`config.mk`:
```
export PLATFORM = sky130hd
export DESIGN_NAME = wdt_guarded
export DESIGN_NICKNAME = d
export VERILOG_FILES = /design/src/rtl/wdt_guarded_pkg.sv /design/src/rtl/wdt_arm.sv /design/src/rtl/wdt_period_cnt.sv /design/src/rtl/wdt_ctrl.sv /design/src/rtl/wdt_guarded.sv
export SDC_FILE = /design/constraint.sdc
export NUM_CORES = 1
export LEC_CHECK = 0
export BUFFER_PORTS_ARGS = -buffer_cell sky130_fd_sc_hd__clkbuf_2
export CORE_MARGIN = 10
export CORE_UTILIZATION = 58
export DETAILED_ROUTE_END_ITERATION = 8
export GPL_ROUTABILITY_DRIVEN = 0
export PLACE_DENSITY = 0.8
export SLEW_MARGIN = 5
export SYNTH_ARGS = -nofsm -noshare
export SYNTH_HDL_FRONTEND = slang
export SYNTH_HIERARCHICAL = 1
export SYNTH_SLANG_ARGS = --single-unit
```
`constraint.sdc`:
```
create_clock -name clk -period 3.7 [get_ports clk]
set_input_delay 0.37 -clock clk [delete_from_list [all_inputs] [get_ports clk]]
set_output_delay 0.37 -clock clk [all_outputs]
set_load 0.03 [all_outputs]
```
`src/rtl/wdt_guarded_pkg.sv`:
```
package wdt_guarded_pkg;
  localparam int REG_W   = 8;
  localparam int PRE_W   = 4;
  localparam int PRE_LSB = 4;
  localparam int IRQ_BIT = 3;
  localparam int STS_BIT = 2;
  localparam int EN_BIT  = 1;
  localparam int ARM_BIT = 0;

  // exponent value that forces an immediate reset; anything above is refused
  localparam logic [PRE_W-1:0] PRE_IMM   = 4'd8;
  localparam logic [PRE_W-1:0] PRE_RESET = 4'd1;

  typedef struct packed {
    logic [PRE_W-1:0] pre;
    logic             irq_sel;
    logic             status;
    logic             enable;
    logic             armed;
  } ctrl_view_t;
endpackage

```
`src/rtl/wdt_arm.sv`:
```
// Tracks the one-shot write permission: a write carrying the unlock bit arms it,
// the next access of any kind disarms it, and only an armed write commits.
module wdt_arm (
  input  logic clk,
  input  logic rst_n,
  input  logic acc_i,
  input  logic wr_i,
  input  logic unlock_i,
  output logic armed_o,
  output logic commit_o
);
  logic armed_q;
  logic armed_d;

  always_comb begin
    armed_d = armed_q;
    if (acc_i) begin
      armed_d = wr_i && !armed_q && unlock_i;
    end
  end

  always_ff @(posedge clk or negedge rst_n) begin
    if (!rst_n) begin
      armed_q <= 1'b0;
    end else begin
      armed_q <= armed_d;
    end
  end

  assign armed_o  = armed_q;
  assign commit_o = acc_i && wr_i && armed_q;
endmodule

```
`src/rtl/wdt_period_cnt.sv`:
```
// Tick counter with a power-of-two terminal count picked by the exponent.
// Needs CNT_W >= BASE_EXP + 2**SEL_W - 1 so the largest period fits.
module wdt_period_cnt #(
  parameter int CNT_W    = 16,
  parameter int BASE_EXP = 9,
  parameter int SEL_W    = 3
) (
  input  logic             clk,
  input  logic             rst_n,
  input  logic             tick_i,
  input  logic             run_i,
  input  logic             clear_i,
  input  logic [SEL_W-1:0] sel_i,
  output logic             expire_o
);
  localparam int SPAN_W = CNT_W + 1;

  logic [SPAN_W-1:0] span;
  logic [CNT_W-1:0]  last;
  logic [CNT_W-1:0]  cnt_q;
  logic [CNT_W-1:0]  cnt_d;
  logic              at_last;
  logic              cnt_en;

  always_comb begin
    span = SPAN_W'(1) << (int'(sel_i) + BASE_EXP);
    last = CNT_W'(span - SPAN_W'(1));
  end

  assign at_last  = (cnt_q == last);
  assign expire_o = run_i && tick_i && at_last && !clear_i;
  assign cnt_en   = clear_i || !run_i || tick_i;

  always_comb begin
    if (clear_i || !run_i) begin
      cnt_d = '0;
    end else if (at_last) begin
      cnt_d = '0;
    end else begin
      cnt_d = cnt_q + CNT_W'(1);
    end
  end

  always_ff @(posedge clk or negedge rst_n) begin
    if (!rst_n) begin
      cnt_q <= '0;
    end else if (cnt_en) begin
      cnt_q <= cnt_d;
    end
  end
endmodule

```
`src/rtl/wdt_ctrl.sv`:
```
// Control fields, timeout decision and the two request outputs.
module wdt_ctrl
  import wdt_guarded_pkg::*;
(
  input  logic             clk,
  input  logic             rst_n,
  input  logic             commit_i,
  input  logic [PRE_W-1:0] wpre_i,
  input  logic             wirq_i,
  input  logic             wsts_i,
  input  logic             wen_i,
  input  logic             pwr_evt_i,
  input  logic             expire_i,
  output logic [PRE_W-1:0] pre_o,
  output logic             irq_sel_o,
  output logic             status_o,
  output logic             enable_o,
  output logic             kick_o,
  output logic             rst_req_o,
  output logic             irq_o
);
  logic [PRE_W-1:0] pre_q;
  logic             irq_sel_q, status_q, enable_q, irq_q, rst_q;
  logic             status_d, enable_d, irq_d;
  logic             pre_we, imm, timed_out, to_reset, to_irq, sts_clr;

  assign pre_we    = commit_i && (wpre_i <= PRE_IMM);
  assign imm       = (pre_q == PRE_IMM);
  assign timed_out = enable_q && !commit_i && !pwr_evt_i && (imm || expire_i);
  assign to_reset  = timed_out && (!irq_sel_q || imm);
  assign to_irq    = timed_out && !to_reset;
  assign sts_clr   = commit_i && !wsts_i;
  assign kick_o    = commit_i && wen_i && !pwr_evt_i;

  always_comb begin
    enable_d = enable_q;
    if (pwr_evt_i) begin
      enable_d = 1'b0;
    end else if (commit_i) begin
      enable_d = wen_i;
    end else if (to_reset) begin
      enable_d = 1'b0;
    end

    status_d = status_q;
    if (sts_clr) begin
      status_d = 1'b0;
    end else if (timed_out) begin
      status_d = 1'b1;
    end

    irq_d = irq_q;
    if (sts_clr) begin
      irq_d = 1'b0;
    end else if (to_irq) begin
      irq_d = 1'b1;
    end
  end

  always_ff @(posedge clk or negedge rst_n) begin
    if (!rst_n) begin
      pre_q     <= PRE_RESET;
      irq_sel_q <= 1'b0;
      status_q  <= 1'b0;
      enable_q  <= 1'b0;
      irq_q     <= 1'b0;
      rst_q     <= 1'b0;
    end else begin
      if (pre_we) begin
        pre_q <= wpre_i;
      end
      if (commit_i) begin
        irq_sel_q <= wirq_i;
      end
      status_q <= status_d;
      enable_q <= enable_d;
      irq_q    <= irq_d;
      rst_q    <= to_reset;
    end
  end

  assign pre_o     = pre_q;
  assign irq_sel_o = irq_sel_q;
  assign status_o  = status_q;
  assign enable_o  = enable_q;
  assign rst_req_o = rst_q;
  assign irq_o     = irq_q;
endmodule

```
`src/rtl/wdt_guarded.sv`:
```
module wdt_guarded
  import wdt_guarded_pkg::*;
#(
  parameter int CNT_W    = 16,
  parameter int BASE_EXP = 9
) (
  input  logic             clk,
  input  logic             rst_n,
  input  logic             tick_i,
  input  logic             bus_valid_i,
  input  logic             bus_wr_i,
  input  logic [REG_W-1:0] bus_wdata_i,
  output logic [REG_W-1:0] bus_rdata_o,
  input  logic             pwr_evt_i,
  output logic             sys_rst_req_o,
  output logic             wdt_irq_o
);
  localparam int SEL_W = PRE_W - 1;

  logic             armed, commit, expire, kick;
  logic [PRE_W-1:0] pre;
  logic             irq_sel, status, enable;
  ctrl_view_t       view;

  wdt_arm u_arm (
    .clk      (clk),
    .rst_n    (rst_n),
    .acc_i    (bus_valid_i),
    .wr_i     (bus_wr_i),
    .unlock_i (bus_wdata_i[ARM_BIT]),
    .armed_o  (armed),
    .commit_o (commit)
  );

  wdt_ctrl u_ctrl (
    .clk       (clk),
    .rst_n     (rst_n),
    .commit_i  (commit),
    .wpre_i    (bus_wdata_i[PRE_LSB +: PRE_W]),
    .wirq_i    (bus_wdata_i[IRQ_BIT]),
    .wsts_i    (bus_wdata_i[STS_BIT]),
    .wen_i     (bus_wdata_i[EN_BIT]),
    .pwr_evt_i (pwr_evt_i),
    .expire_i  (expire),
    .pre_o     (pre),
    .irq_sel_o (irq_sel),
    .status_o  (status),
    .enable_o  (enable),
    .kick_o    (kick),
    .rst_req_o (sys_rst_req_o),
    .irq_o     (wdt_irq_o)
  );

  wdt_period_cnt #(
    .CNT_W    (CNT_W),
    .BASE_EXP (BASE_EXP),
    .SEL_W    (SEL_W)
  ) u_cnt (
    .clk      (clk),
    .rst_n    (rst_n),
    .tick_i   (tick_i),
    .run_i    (enable),
    .clear_i  (kick || pwr_evt_i),
    .sel_i    (pre[SEL_W-1:0]),
    .expire_o (expire)
  );

  always_comb begin
    view.pre     = pre;
    view.irq_sel = irq_sel;
    view.status  = status;
    view.enable  = enable;
    view.armed   = armed;
  end

  assign bus_rdata_o = view;
endmodule

```
==> results.tsv, run 1 <==
metric	value	unit
status	finished, final reports clean	
Comb power frac	46.4	%
Starting Density	60.8	%
Int Pwr	0.000612	W
ANT cells	0	
Clk pwr share	19.4	%
# Post-CTS Setup Buffers	0	
initial antenna violation count	0	
core box area	0.00305	sq mm
# IOs	24	
worst-skew pair later-pin latency	320	ps
TNS Setup	0	ps
CTS Hold Bufs	0	
Leak Pwr	0.841	nW
register area share after synthesis	35.1	%
Synth cell types	59	
post-synthesis compound-gate area fraction	19.9	%
IO Port Bufs	23	
DRT iter0 DRCs	181	
Yosys Warn Count	6	
final worst path period share	89.9	%
top post-synthesis cells by area	dfrtp_1 34%, nand2_1 5.3%, nand3_1 3.8%, a21oi_1 3.5%, nand4_1 2.7%	
Setup crit start kind	register	
Switch Pwr	0.000386	W
mux share of post-synthesis cell area	1.68	%
first-pass GRT wire length	7090	um
worst hold-check path type	primary input to async pin	
Gate Count Post-Synth	214	
Tot Pwr	0.000997	W
area share of the largest cell type after synthesis	33.7	%
Post-DP HPWL	3020	um
Total Routed Length	4010	um
fmax	301	MHz
number of synthesized flops with an enable pin	0	
vias post-DR	1624	
GRT Total Usage	13.8	%
top-count cell post-synth	nand2_1	
fin nets	247	
Rows	20	
vias in the first global route	1574	
Worst Path Max Fanout	15	
Commonest cells post-synth	26 x nand2_1, 25 x dfrtp_1, 14 x nand3_1, 13 x a21oi_1, 11 x nor2_1	
Fin. Hold Viols	0	
r2r worst-path depth	10	
clock root buffer	clkbuf_4	
critical-path cell with the highest stage delay	dfstp_2	
total congestion overflow	0	
#FFs+latches synth	26	
CP peak stage delay	680	ps
DRT Pass-1 Iters	4	
post-route minimum period	3330	ps
Reg power frac	34.2	%
cts bufs inserted	3	
max-slew violations	0	
Max-slew headroom	57.3	%
share of cells above drive strength 1	17.9	%
endpoints failing setup	0	
Sw Ratio	38.7	%
largest buffer count on any clock path	2	
Die Area	0.00586	sq mm
fraction of registers with async set/reset	100	%
CP Depth	10	
Synth Net Count	231	
CTS tree	done	
Syn Area/Cell	8.68	sq um
worst vdd ir	0.234	mV
worst r2r dst	u_ctrl/irq_o	
Primary FF master, synth	dfrtp_1	
Die Ht	76.6	um
Vias/cell	5.95	
Crit Path Category	register to register	
Chip Width	76.6	um
drt drc	0	
crit path cell chain	and2_2, ha_1, nor2b_4, or4_1, o22a_1, nor2_1, nand3_1, nor4_2, nand2_1, o32ai_1	
CTS Sinks	26	
routed len/inst	14.7	um
CTS resizes	0	
Layout area overhead	8.02	%
antenna violation net count after detailed routing	0	
Netlist Area Pre-Place	0.00186	sq mm
RSZ-0062 raised after global routing	no	
largest family of logic cells by synthesized area	simple AND/OR/NAND/NOR gates	
crit path DAT	3540	ps
H-tree Lvls	1	
clock-pin slew on the worst setup and hold paths	140	ps
delay-heaviest family, CP	simple AND/OR/NAND/NOR gates	
CP endpoint kind	register	
r2r setup slk	370	ps
pin slew with the least headroom to its limit	640	ps
XOR/XNOR Fraction of Synth Area	1.89	%
largest net degree at the start of global routing	27	
Power Dens Cells	497	mW/mm^2
Synth Area in Adders	2.02	%
Clock Skew	4.00	ps
Worst Path Required	3920	ps
Synth Area in Simple Gates	32.7	%
dominant cell type by area after synthesis	dfrtp_1	
total of max-cap violations	0	
worst path bufs/invs	0	
reg-to-reg startpoint	u_ctrl/pre_o[0]	
-- power by group through the flow --
stage	Clock, W	Combinational (W)	Sequential (W)
2_1_floorplan	0	0.000373	0.000372
6_report	0.000193	0.000463	0.000341
4_1_cts	0.000199	0.000463	0.000341
3_3_place_gp	0	0.000456	0.000346
5_1_grt	0.000213	0.000503	0.000347
3_5_place_dp	0	0.000460	0.000347
-- layout by cell type, fill, tap and decap left out, types with 2 or more instances in the layout --
master	instances
a21oi_1	13
a221oi_1	2
a2bb2oi_1	3
a31oi_1	3
and3_1	5
clkbuf_2	23
clkbuf_4	3
dfrtp_1	25
ha_1	3
inv_1	10
mux2i_1	2
nand2_1	26
nand2b_1	4
nand3_1	14
nand3b_1	2
nand4_1	8
nor2_1	11
nor2b_1	7
nor3_1	4
nor4_1	3
nor4b_1	3
o21ai_0	6
o21ai_1	2
o22ai_1	4
o31ai_1	2
o32ai_1	2
or3_1	2
or4_1	2
or4b_1	2
xnor2_1	2
xor2_1	2
-- registers in the layout, summed over array words and instances (netlist names) --
| name | flops |
|---|---|
| u_ctrl/enable_o | 1 |
| u_ctrl/status_o | 1 |
| u_arm/armed_o | 1 |
| u_ctrl/irq_sel_o | 1 |
| u_ctrl/irq_o | 1 |
| u_ctrl/pre_o | 4 |
| u_ctrl/rst_req_o | 1 |
| u_cnt/cnt_q | 16 |
-- stage by stage --
stage               setup WS, ps  util, %  std cells  hold slack, ps  area (sq um)
detailed placement           358     63.8        269             425          1950
CTS                          288     65.5        273            51.5          2000
finish                       373     65.7        273            38.8          2010
floorplan                    584        -        214            74.4          1860
global route                 118     65.7        273            49.9          2010
global placement             452     63.8        269             426          1950
-- per-layer routing --
metal / wire, um / GRT usage [%] / part of all wire [%] / vias up
li1: - / - / - / 825
met2: 2020 / 22.7 / 50 / 18
met4: 12 / 4.28 / 0.30 / 0
met1: 1860 / 18.0 / 46 / 779
met3: 119 / 2.24 / 3.0 / 2
met5: 0 / 0 / 0 / -
-- how the worst max path moves through the flow --
stage	to	slack, ps	startpoint
after floorplan	u_ctrl/enable_o	580	u_ctrl/pre_o[0]
final	u_ctrl/irq_o	370	u_ctrl/pre_o[0]
after CTS	u_ctrl/irq_o	290	u_ctrl/pre_o[0]
after detailed placement	u_ctrl/irq_o	360	u_ctrl/pre_o[0]
after global placement	u_ctrl/enable_o	450	u_ctrl/pre_o[0]
after global routing	u_ctrl/irq_o	120	u_ctrl/pre_o[0]
-- area by class of cell --
| type | instances | area, sq um |
|---|---|---|
| repair buffers | 24 | 123 |
| clock inverters | 1 | 30.0 |
| fillers | 274 | 1050 |
| flip-flops and latches | 26 | 652 |
| clock buffers | 3 | 22.5 |
| well taps | 44 | 55.1 |
| multi-input cells | 165 | 1090 |
| inverters | 10 | 37.5 |
-- cell families (layout without fill, tap and decap cells) --
family,count (synthesis),count (layout)
buf+inv,23,38
fa+ha+maj,3,3
compound gates,50,50
xor+xnor,4,4
simple gates,105,105
mux,3,3
flops,26,26
(Power assumes the default switching activity.)
==> inputs of run 2 (changes only) <==
CORE_UTILIZATION = 59   (was 58)
REMOVE_ABC_BUFFERS = 1   (was unset)
SYNTH_HIERARCHICAL = unset   (was 1)
==> run 2 against run 1 <==
Net effect: sequential share of layout area fell by 3.2 points; sequential power decreased by 6.5%; wire length increased by 14%; critical path depth grew 2; cell count grew 14%; first-iteration DRC count shrank 9.4%; register-to-register slack better by 30 ps; critical endpoint is now u_cnt.cnt_q[1]; largest power group unchanged.
==> results.tsv, run 2 <==
metric	value	unit
# IOs	24	
register area	652	sq um
Fin. Hold Viols	0	
routed len/inst	14.8	um
r2r worst-path depth	12	
crit path cell chain	nand2_1, inv_1, ha_1, buf_4, and4bb_1, xnor2_2, a211oi_1, or4_4, nor4_4, a21oi_4, buf_4, a22o_1	
H-tree Lvls	1	
Primary FF master, synth	dfrtp_1	
crit path DAT	3530	ps
Die Ht	79.6	um
top post-synthesis cells by area	dfrtp_1 30%, o21ai_0 5.0%, nand2_1 4.8%, nand3_1 4.3%, xnor2_1 4.2%	
TNS Setup	0	ps
CTS Sinks	26	
clock root buffer	clkbuf_4	
CTS tree	done	
max FFs per register	16	
antenna violation net count after detailed routing	0	
clock-pin slew on the worst setup and hold paths	140	ps
Syn Area/Cell	8.46	sq um
Power Dens Cells	418	mW/mm^2
largest buffer count on any clock path	2	
Leak Pwr	0.871	nW
share of cells above drive strength 1	17.0	%
reg-to-reg startpoint	u_ctrl.pre_o[0]	
Synth cell types	54	
Commonest cells post-synth	27 x nand2_1, 25 x dfrtp_1, 21 x o21ai_0, 18 x nand3_1, 14 x a21oi_1	
Die Area	0.00634	sq mm
worst path bufs/invs	3	
vias post-DR	1880	
fraction of registers with async set/reset	100	%
Netlist Area Pre-Place	0.00210	sq mm
area share of the largest cell type after synthesis	29.8	%
Yosys Warn Count	0	
delay-heaviest family, CP	simple AND/OR/NAND/NOR gates	
commonest non-fill, non-tap cell in the layout	nand2_1	
Crit path top cell by count	buf_4	
ANT cells	0	
largest net degree at the start of global routing	27	
vias in the first global route	1744	
worst r2r dst	u_cnt.cnt_q[1]	
pin slew with the least headroom to its limit	1060	ps
max-slew violations	0	
dominant cell type by area after synthesis	dfrtp_1	
r2r setup slk	400	ps
CP peak stage delay	560	ps
fmax	303	MHz
CTS resizes	0	
Tot Pwr	0.000929	W
fin nets	284	
core box area	0.00339	sq mm
Top reg by flops	u_cnt.cnt_q	
Layout area overhead	5.97	%
total of max-cap violations	0	
Worst Path Max Fanout	14	
RSZ-0062 raised after global routing	no	
Total Routed Length	4580	um
commonest non-fill, non-tap cells in the layout	27 x nand2_1, 25 x dfrtp_1, 23 x clkbuf_2	
multi-input logic area	0.00128	sq mm
first-pass GRT wire length	8050	um
status	finished, final reports clean	
# fillers	273	
Vias/cell	6.06	
cts bufs inserted	3	
Starting Density	61.9	%
initial antenna violation count	0	
worst vdd ir	0.205	mV
endpoints failing setup	0	
number of synthesized flops with an enable pin	0	
Max-slew headroom	29.0	%
Post-DP HPWL	3470	um
#FFs+latches synth	26	
Gate Count Post-Synth	248	
drt drc	0	
CP endpoint kind	register	
Crit Path Category	register to register	
total congestion overflow	0	
GRT Total Usage	15.2	%
DRT iter0 DRCs	164	
Rows	21	
IO Port Bufs	23	
Setup crit start kind	register	
Chip Width	79.6	um
post-route minimum period	3300	ps
top-count cell post-synth	nand2_1	
Worst Path Required	3930	ps
critical-path cell with the highest stage delay	or4_4	
DRT Pass-1 Iters	4	
worst-skew pair later-pin latency	330	ps
CTS Hold Bufs	0	
final worst path period share	89.2	%
register area share after synthesis	31.1	%
Clock Skew	5.50	ps
worst hold-check path type	primary input to async pin	
[run 2: cell types whose count changed after synthesis, moves of 4 or more]
cell / before / now
nand3_1: 14 / 18
o21bai_1: 0 / 4
o31a_1: 0 / 4
xnor2_1: 2 / 10
nand4_1: 8 / 3
o21ai_0: 6 / 21
o311ai_1: 0 / 4
[run 2: repair_timing]
| action | 4_1_cts | 5_1_grt |
|---|---|---|
| endpoints found under the setup margin | 0 | 4 |
| hold endpoints to repair | 0 | 0 |
| setup buffers | 0 | 3 |
[run 2: how the worst max path moves through the flow]
stage                     from         endpoint  depth (start not counted)
3_3_place_gp   u_ctrl.pre_o[0]  u_cnt.cnt_q[13]                         13
3_5_place_dp   u_ctrl.pre_o[0]  u_cnt.cnt_q[13]                         13
6_report       u_ctrl.pre_o[0]   u_cnt.cnt_q[1]                         12
2_1_floorplan  u_ctrl.pre_o[1]  u_ctrl.enable_o                         13
4_1_cts        u_ctrl.pre_o[0]  u_cnt.cnt_q[13]                         13
5_1_grt        u_ctrl.pre_o[0]  u_cnt.cnt_q[13]                         13
[run 2: cells by family (layout without fill, tap and decap cells)]
kind of cell / count (synthesis) / count (layout) / synth area share (%)
compound gates: 71 / 71 / 22.4
other cells: 1 / 1 / 0.179
simple gates: 101 / 101 / 28.8
buf+inv: 29 / 45 / 7.82
mux: 1 / 1 / 0.477
fa+ha+maj: 5 / 5 / 2.98
xor+xnor: 14 / 14 / 6.21
flops: 26 / 26 / 31.1
[run 2: area by class of cell]
class / count / area share (%)
flip-flops and latches: 26 / 29.3
repair buffers: 29 / 7.21
inverters: 12 / 2.03
clock buffers: 4 / 1.18
multi-input cells: 193 / 57.7
well taps: 46 / 2.59
[run 2: layer usage]
metal	vias to the layer above	global-route usage [%]	share of wire, %
met5	-	0	0
met4	0	5.20	1.3
met3	5	1.58	4.3
met2	38	24.4	47
met1	895	20.5	48
li1	942	-	-
[run 2: power by group]
part | total (W) | internal [W] | leakage [nW] | switching (W)
Sequential | 0.000319 | 0.000302 | 0.352 | 0.0000175
Clock | 0.000126 | 0.0000423 | 0.0150 | 0.0000835
Combinational | 0.000484 | 0.000190 | 0.504 | 0.000294
[run 2: metrics by stage]
step | instances | instance area [sq um] | hold WS (ps) | setup slack, ps | util [%]
after global placement | 303 | 2170 | 418 | 469 | 64.1
after CTS | 307 | 2200 | 52.9 | 331 | 64.9
after global routing | 310 | 2220 | 78.2 | 90.0 | 65.6
after floorplan | 231 | 1980 | 74.4 | 108 | -
final | 310 | 2220 | 41.2 | 400 | 65.6
after detailed placement | 303 | 2170 | 425 | 351 | 64.1
==> inputs of run 3 (changes only) <==
CORE_UTILIZATION = 61   (was 59)
CTS_BUF_LIST = sky130_fd_sc_hd__clkbuf_4   (was unset)
PLACE_DENSITY = 0.83   (was 0.8)
==> run 3 against run 2 <==
Net effect: non-clock buffer count is 3 lower; flip-flop and latch count stayed put; global-route usage is 0.12 points higher.
==> results.tsv, run 3 (synthesis gave the netlist of run 2 again) <==
metric	value	unit
largest buffer count on any clock path	2	
IO Port Bufs	23	
drt drc	0	
Chip Width	78.6	um
ANT cells	0	
total of max-cap violations	0	
routed len/inst	15.0	um
commonest non-fill, non-tap cells in the layout	27 x nand2_1, 25 x dfrtp_1, 23 x clkbuf_2	
Starting Density	62.8	%
critical-path cell with the highest stage delay	dfstp_2	
clock root buffer	clkbuf_4	
initial antenna violation count	0	
Power Dens Cells	421	mW/mm^2
worst hold-check path type	primary input to async pin	
Crit path top cell by count	ha_1	
Vias/cell	6.07	
max FFs per register	16	
post-route minimum period	3360	ps
pre-CTS setup slack	373	ps
# Post-CTS Setup Buffers	0	
vias post-DR	1864	
fmax	298	MHz
CP peak stage delay	550	ps
total congestion overflow	0	
max-slew violations	0	
# IOs	24	
CP endpoint kind	register	
RSZ-0062 raised after global routing	no	
vias in the first global route	1722	
commonest non-fill, non-tap cell in the layout	nand2_1	
fin nets	281	
Worst Path Required	3920	ps
Die Area	0.00618	sq mm
Post-DP HPWL	3520	um
endpoints failing setup	0	
register area	652	sq um
Rows	21	
Crit Path Category	register to register	
worst-skew pair later-pin latency	320	ps
Worst Path Max Fanout	17	
CTS Hold Bufs	0	
core box area	0.00334	sq mm
crit path cell chain	nand2_1, inv_1, ha_1, nand3_1, ha_1, nor2b_1, o21ai_0, a21oi_1, nor4_1, nor4_4, a21oi_4, inv_2, o311ai_1	
largest net degree at the start of global routing	27	
Leak Pwr	0.855	nW
Fin. Hold Viols	0	
worst vdd ir	0.212	mV
H-tree Lvls	1	
CTS resizes	0	
final worst path period share	90.7	%
Total Routed Length	4620	um
CTS tree	done	
Die Ht	78.6	um
Clock Skew	4.04	ps
CTS Sinks	26	
antenna violation net count after detailed routing	0	
Setup crit start kind	register	
Layout area overhead	4.89	%
crit path DAT	3580	ps
clock-pin slew on the worst setup and hold paths	140	ps
# fillers	293	
final setup margin	345	ps
share of cells above drive strength 1	16.1	%
DRT iter0 DRCs	142	
status	finished, final reports clean	
pin slew with the least headroom to its limit	1070	ps
delay-heaviest family, CP	simple AND/OR/NAND/NOR gates	
DRT Pass-1 Iters	4	
worst path bufs/invs	2	
cts bufs inserted	3	
first-pass GRT wire length	7960	um
GRT Total Usage	15.3	%
Top reg by flops	u_cnt.cnt_q	
multi-input logic area	0.00128	sq mm
Max-slew headroom	28.8	%
TNS Setup	0	ps
run 3: cell count changes in the layout (fill, tap and decap cells not counted):
cell,previous run,this run
clkinv_1,0,1
clkbuf_1,1,0
buf_4,6,3
run 3: worst register-to-register path, stage by stage, from the launching register on:
cell	delay [ps]
dfstp_2	550
nand2_1	60
inv_1	150
ha_1	330
nand3_1	110
ha_1	320
nor2b_1	180
o21ai_0	80
a21oi_1	100
nor4_1	410
nor4_4	120
a21oi_4	390
inv_2	150
o311ai_1	300
run 3: layout make-up:
type / count / share of cell area [%]
multi-input combinational: 193 / 58.2
sequential: 26 / 29.6
timing repair buffer: 26 / 6.26
tap: 46 / 2.62
inverter: 12 / 2.05
clock buffer: 3 / 1.02
clock inverter: 1 / 0.171
run 3: worst paths after layout:
path / startpoint / endpoint / slack [ps] / cells after the start
max in group asynchronous: rst_n / u_ctrl.pre_o[2] / 3260 / 1
hold reg to reg: u_ctrl.pre_o[3] / u_ctrl.pre_o[3] / 560 / 2
hold / removal: rst_n / u_cnt.cnt_q[14] / 40 / 1
setup / recovery: u_ctrl.pre_o[0] / u_cnt.cnt_q[9] / 340 / 13
min in group clk: bus_wdata_i[3] / u_ctrl.irq_sel_o / 240 / 3
setup reg to reg: u_ctrl.pre_o[0] / u_cnt.cnt_q[9] / 340 / 13
run 3: metal layers:
metal  vias to the layer above  GRT usage [%]  wire length, um
met5                         -              0                0
met3                         6           1.25              194
met1                       879           20.8             2130
met4                         0           5.91               67
li1                        932              -                -
met2                        47           24.4             2230
run 3: report_power, final:
group	leakage (nW)	total [W]	internal [W]	switching (W)
Sequential	0.352	0.000319	0.000302	0.0000172
Clock	0.0154	0.000124	0.0000395	0.0000841
Combinational	0.487	0.000484	0.000190	0.000295
Total	0.855	0.000927	0.000531	0.000396
run 3: per-stage QoR:
step | util [%] | instances | instance area (sq um) | hold WS [ps] | power [W]
after global routing | 65.9 | 307 | 2200 | 68.4 | 0.000994
after CTS | 65.9 | 307 | 2200 | 62.6 | 0.000926
after detailed placement | 65.1 | 303 | 2170 | 424 | 0.000803
after floorplan | - | 231 | 1980 | 74.4 | 0.000690
after global placement | 65.1 | 303 | 2170 | 427 | 0.000801
final | 65.9 | 307 | 2200 | 35.7 | 0.000927
